File: config.mk
export PLATFORM = sky130hd
export DESIGN_NAME = status_flag_reg
export DESIGN_NICKNAME = d
export VERILOG_FILES = /design/src/rtl/status_reg_pkg.sv /design/src/rtl/so_edge_sync.sv /design/src/rtl/flag_next.sv /design/src/rtl/status_pack.sv /design/src/rtl/status_flag_reg.sv
export SDC_FILE = /design/constraint.sdc
export NUM_CORES = 1
export LEC_CHECK = 0
export BUFFER_PORTS_ARGS = -buffer_cell sky130_fd_sc_hd__buf_4
export CAP_MARGIN = 20
export CORE_ASPECT_RATIO = 1.1
export CORE_UTILIZATION = 35
export CTS_BUF_LIST = sky130_fd_sc_hd__clkbuf_8
export DETAILED_ROUTE_END_ITERATION = 7
export GPL_TIMING_DRIVEN = 0
export HOLD_SLACK_MARGIN = 0.02
export PLACE_DENSITY = 0.82
export SYNTH_ARGS = -nofsm -noshare
export SYNTH_HDL_FRONTEND = slang
export SYNTH_SLANG_ARGS = --single-unit
File: constraint.sdc
create_clock -name clk -period 1.2 [get_ports clk]
set_input_delay 0.12 -clock clk [delete_from_list [all_inputs] [get_ports clk]]
set_output_delay 0.12 -clock clk [all_outputs]
set_load 0.005 [all_outputs]
File: src/rtl/status_reg_pkg.sv
package status_reg_pkg;

    localparam int BYTE_W = 8;

    // bit positions of the status byte; the stack image relies on this order
    localparam int POS_N   = 7;
    localparam int POS_V   = 6;
    localparam int POS_ONE = 5;
    localparam int POS_BRK = 4;
    localparam int POS_D   = 3;
    localparam int POS_I   = 2;
    localparam int POS_Z   = 1;
    localparam int POS_C   = 0;

    typedef enum logic [2:0] {
        FC_NONE  = 3'd0,
        FC_SET_C = 3'd1,
        FC_CLR_C = 3'd2,
        FC_SET_I = 3'd3,
        FC_CLR_I = 3'd4,
        FC_SET_D = 3'd5,
        FC_CLR_D = 3'd6,
        FC_CLR_V = 3'd7
    } flag_cmd_e;

    typedef struct packed {
        logic n;
        logic v;
        logic d;
        logic i;
        logic z;
        logic c;
    } flags_t;

    localparam flags_t FLAGS_RESET = '{n: 1'b0, v: 1'b0, d: 1'b0,
                                       i: 1'b1, z: 1'b0, c: 1'b0};

    function automatic logic [BYTE_W-1:0] pack_status(flags_t f, logic brk);
        logic [BYTE_W-1:0] b;
        b          = '0;
        b[POS_N]   = f.n;
        b[POS_V]   = f.v;
        b[POS_ONE] = 1'b1;
        b[POS_BRK] = brk;
        b[POS_D]   = f.d;
        b[POS_I]   = f.i;
        b[POS_Z]   = f.z;
        b[POS_C]   = f.c;
        return b;
    endfunction

    function automatic flags_t unpack_status(logic [BYTE_W-1:0] b);
        flags_t f;
        f.n = b[POS_N];
        f.v = b[POS_V];
        f.d = b[POS_D];
        f.i = b[POS_I];
        f.z = b[POS_Z];
        f.c = b[POS_C];
        return f;
    endfunction

endpackage

File: src/rtl/so_edge_sync.sv
module so_edge_sync #(
    parameter int STAGES = 2
) (
    input  logic clk,
    input  logic rst,
    input  logic pin_n,
    output logic fall
);
    localparam int LAST = STAGES - 1;

    logic [STAGES-1:0] sync_q;
    logic              prev_q;

    generate
        if (STAGES == 1) begin : g_single
            always_ff @(posedge clk) begin
                if (rst) sync_q <= '1;
                else     sync_q <= pin_n;
            end
        end else begin : g_chain
            always_ff @(posedge clk) begin
                if (rst) sync_q <= '1;
                else     sync_q <= {sync_q[STAGES-2:0], pin_n};
            end
        end
    endgenerate

    always_ff @(posedge clk) begin
        if (rst) prev_q <= 1'b1;
        else     prev_q <= sync_q[LAST];
    end

    assign fall = prev_q & ~sync_q[LAST];
endmodule

File: src/rtl/flag_next.sv
module flag_next
    import status_reg_pkg::*;
(
    input  flags_t              cur,
    input  logic                upd_stb,
    input  logic [BYTE_W-1:0]   upd_value,
    input  logic                upd_c_en,
    input  logic                upd_c,
    input  logic                upd_v_en,
    input  logic                upd_v,
    input  logic                bit_stb,
    input  logic [BYTE_W-1:0]   bit_operand,
    input  logic [BYTE_W-1:0]   bit_acc,
    input  flag_cmd_e           cmd,
    input  logic                restore_stb,
    input  flags_t              restored,
    input  logic                so_fall,
    output flags_t              nxt
);
    always_comb begin
        nxt = cur;

        // lowest priority: result/load path
        if (upd_stb) begin
            nxt.n = upd_value[BYTE_W-1];
            nxt.z = (upd_value == '0);
            if (upd_c_en) nxt.c = upd_c;
            if (upd_v_en) nxt.v = upd_v;
        end

        // memory bit test overrides the load path
        if (bit_stb) begin
            nxt.n = bit_operand[BYTE_W-1];
            nxt.v = bit_operand[BYTE_W-2];
            nxt.z = ((bit_operand & bit_acc) == '0);
        end

        // explicit commands
        unique case (cmd)
            FC_SET_C: nxt.c = 1'b1;
            FC_CLR_C: nxt.c = 1'b0;
            FC_SET_I: nxt.i = 1'b1;
            FC_CLR_I: nxt.i = 1'b0;
            FC_SET_D: nxt.d = 1'b1;
            FC_CLR_D: nxt.d = 1'b0;
            FC_CLR_V: nxt.v = 1'b0;
            default:  ;
        endcase

        // full restore beats every other source
        if (restore_stb) nxt = restored;

        // external overflow set wins on V
        if (so_fall) nxt.v = 1'b1;
    end
endmodule

File: src/rtl/status_pack.sv
module status_pack
    import status_reg_pkg::*;
(
    input  flags_t              flags,
    input  logic                push_hw,
    output logic [BYTE_W-1:0]   push_byte,
    output logic [BYTE_W-1:0]   readout
);
    assign push_byte = pack_status(flags, ~push_hw);
    assign readout   = pack_status(flags, 1'b1);
endmodule

File: src/rtl/status_flag_reg.sv
module status_flag_reg
    import status_reg_pkg::*;
#(
    parameter int SO_SYNC_STAGES = 2
) (
    input  logic       clk,
    input  logic       rst,
    input  logic       upd_stb,
    input  logic [7:0] upd_value,
    input  logic       upd_c_en,
    input  logic       upd_c,
    input  logic       upd_v_en,
    input  logic       upd_v,
    input  logic       bit_stb,
    input  logic [7:0] bit_operand,
    input  logic [7:0] bit_acc,
    input  logic [2:0] flag_cmd,
    input  logic       restore_stb,
    input  logic [7:0] restore_byte,
    input  logic       so_n,
    input  logic       push_hw,
    output logic [7:0] push_byte,
    output logic [7:0] status_out
);
    flags_t flags_q;
    flags_t flags_d;
    flags_t restored;
    logic   so_fall;

    assign restored = unpack_status(restore_byte);

    so_edge_sync #(.STAGES(SO_SYNC_STAGES)) u_so (
        .clk   (clk),
        .rst   (rst),
        .pin_n (so_n),
        .fall  (so_fall)
    );

    flag_next u_next (
        .cur         (flags_q),
        .upd_stb     (upd_stb),
        .upd_value   (upd_value),
        .upd_c_en    (upd_c_en),
        .upd_c       (upd_c),
        .upd_v_en    (upd_v_en),
        .upd_v       (upd_v),
        .bit_stb     (bit_stb),
        .bit_operand (bit_operand),
        .bit_acc     (bit_acc),
        .cmd         (flag_cmd_e'(flag_cmd)),
        .restore_stb (restore_stb),
        .restored    (restored),
        .so_fall     (so_fall),
        .nxt         (flags_d)
    );

    always_ff @(posedge clk) begin
        if (rst) flags_q <= FLAGS_RESET;
        else     flags_q <= flags_d;
    end

    status_pack u_pack (
        .flags     (flags_q),
        .push_hw   (push_hw),
        .push_byte (push_byte),
        .readout   (status_out)
    );
endmodule

==> impl_results.md <==
* Fraction of layout cells with a size suffix above 1 at 0.5615
* Worst r2r src: flags_q[0]
* Setup bufs post-CTS at 0
* FP Rows at 14
* LEAKAGE at 0.5449 nW
* Yosys reg bits at 9
* ANT cells at 0
* First-pass GRT wire length at 2511 um
* Critical path origin: flags_q[0]
* Largest net degree at the start of global routing at 11
* RSZ-0062 raised after global routing: false
* Worst Hold Launch: so_n
* EDFF count, synth at 0
* Hold crit path type: primary input to flop
* P per Cell Area at 913.6 nW/um^2
* Status: finished clean
* Final period utilization at 0.8457
* Crit path max fanout at 3
* Logic pwr share at 0.291
* Max_cap viols at 0
* TritonRoute pass-1 iters at 4
* Clk pin slew, worst setup/hold paths at 40 ps
* Fin. Hold Viols at 0
* Initial core utilization at 0.3946
* Total track usage at 0.2061
* Clock buffer depth at 2
* Hold slack final at 75.00 ps
* Root Driver: clkbuf_8
* Most common cell after layout, fill and taps aside: buf_4
* Antenna-violating nets left at 0
* Yosys Warn Count at 0
* Synth area leader: dfxtp_1
* Initial antenna violation count at 0
* Port bufs at 54
* Synth top area share at 0.3179
* Slowest CP cell: dfxtp_1
* Cells after Synth at 70
* Top Ports at 62
* TritonCTS clock tree: built
* Overall Power at 0.9545 mW
* Post-Syn Area at 566.8 um^2
* Crit start category: flop
* HPWL after DPL at 1431 um
* Total net switching power at 0.2263 mW
* Max Fclk at 0.9854 GHz
* Die Span X at 40.37 um
* Number of global-route vias before repair at 655
* Routed length per instance at 11.96 um
* Fin Setup TNS at 0 ps
* DRC at 0
* Die H at 44.21 um
* Sw frac at 0.2371
* Clk_skew at 0.4612 ps
* Fill cells at 118
* Worst-Skew Late Latency at 230 ps
* Final instance area at 1045 um^2
* Vias/cell at 5.123
* Die area at 1785 um^2
* Layout net count at 177
* Crit path cell chain: a21boi_1 -> o32ai_1 -> a311oi_1
* Htree depth at 1
* Setup violators final at 0
* Final min period at 1015 ps
* Clk sinks at 9
* Post-DP Area at 999.7 um^2
* Clock share of power at 0.361
* Initial DRC Count at 24
* P_int at 0.7282 mW
* Mean Syn Cell Area at 8.097 um^2
* Setup CP Type: flop to flop
* Crit path DAT at 1150 ps
* Drt total wl at 1746 um
* Synth Flop Type: dfxtp_1
* Final GP Congestion at 0.6736
* Hold_buf cts at 0
* Via Count at 748
* GR Overflow Total at 0
* Slew Viols, Final at 0
* CP peak stage delay at 330 ps
* Area contributors post-synth: dfxtp_1 32%, buf_4 12%, nand2_1 4.6%
* Non-filler cells, final at 146
* Distinct cells, synth at 30
* Max IR drop VDD at 875.1 uV
* Layout area overhead at 84.33%
* CP Capture Type: flop
* Sequential-to-total area share from yosys stat at 0.3179
* Crit path required time at 1340 ps
* Power share of the sequential group at 0.348
* CTS Buf Count at 3
* Placed Cells at 142
* Async SR Flop Fraction at 0
* Most frequent cells in the layout: 63 x buf_4, 9 x dfxtp_1, 7 x nand2_1
* Core Region at 1436 um^2
-- worst max-delay path, delay by kind of cell, from the launching register on --
family          cells  cell delay, ps
compound gates      3             590
flops               1             330
-- per-stage QoR --
stage                       util  worst slack, ps
after global placement    0.6960            176.1
final                     0.7274            185.2
after CTS                 0.7274            117.9
after floorplan                -            230.8
after detailed placement  0.6960            124.4
after global routing      0.7274            79.93
-- metal layers --
metal,part of all wire,wire [um],vias to the layer above,global-route usage
met5,0,0,-,0
met4,0.016,28,0,0.1000
met3,0.17,297,3,0.07538
met2,0.48,837,51,0.3683
met1,0.33,583,332,0.1956
li1,-,-,362,-
-- final timing paths --
check / to / slack (ps) / cells after the start
worst min-delay path: u_so.sync_q[0] / 70 / 2
worst min register to register: u_so.sync_q[1] / 410 / 1
worst max register to register: flags_q[0] / 190 / 3
worst max-delay path: flags_q[0] / 190 / 3
-- cells by family after synthesis --
logic type      after synthesis  share of synthesized area
compound gates               22                     0.2826
simple gates                 20                     0.1766
buf+inv                      15                     0.1611
flops                         9                     0.3179
mux                           3                    0.05519
other cells                   1                   0.006616
-- synth_stat cells, types with 2 or more instances --
cell type / n
mux2i_1: 2
a311oi_1: 2
dfxtp_1: 9
buf_4: 9
o22ai_1: 2
a22oi_1: 3
a211o_1: 2
nor3_1: 3
a21oi_1: 4
nand2_1: 7
a21boi_0: 2
inv_1: 4
nor4_1: 2
or2_2: 3
-- power by group through the flow --
stage	clock, mW	sequential [mW]	combinational [mW]
floorplan	0	0.337	0.105
global placement	0	0.337	0.272
detailed placement	0	0.338	0.278
CTS	0.358	0.332	0.279
global route	0.370	0.336	0.303
finish	0.344	0.332	0.278
-- registers in the layout (all words and copies together), names as in the netlist --
name,count
flags_q,6
u_so.prev_q,1
u_so.sync_q,2
-- layout make-up --
class / count / area (um^2) / share of cell area
Multi-Input combinational cell: 48 / 302.8 / 0.2898
Clock inverter: 1 / 3.754 / 0.003593
Clock buffer: 3 / 41.29 / 0.03952
Inverter: 4 / 15.01 / 0.01437
Timing Repair Buffer: 54 / 405.4 / 0.3880
Tap cell: 16 / 20.02 / 0.01916
Buffer: 11 / 76.32 / 0.07305
Sequential cell: 9 / 180.2 / 0.1725
-- timing repair --
action | in CTS | in global routing
setup endpoints to repair | 0 | 1
gates resized for setup | 0 | 1
hold endpoints to repair | 0 | 0
Note: power is estimated with default switching activity, not from simulation.
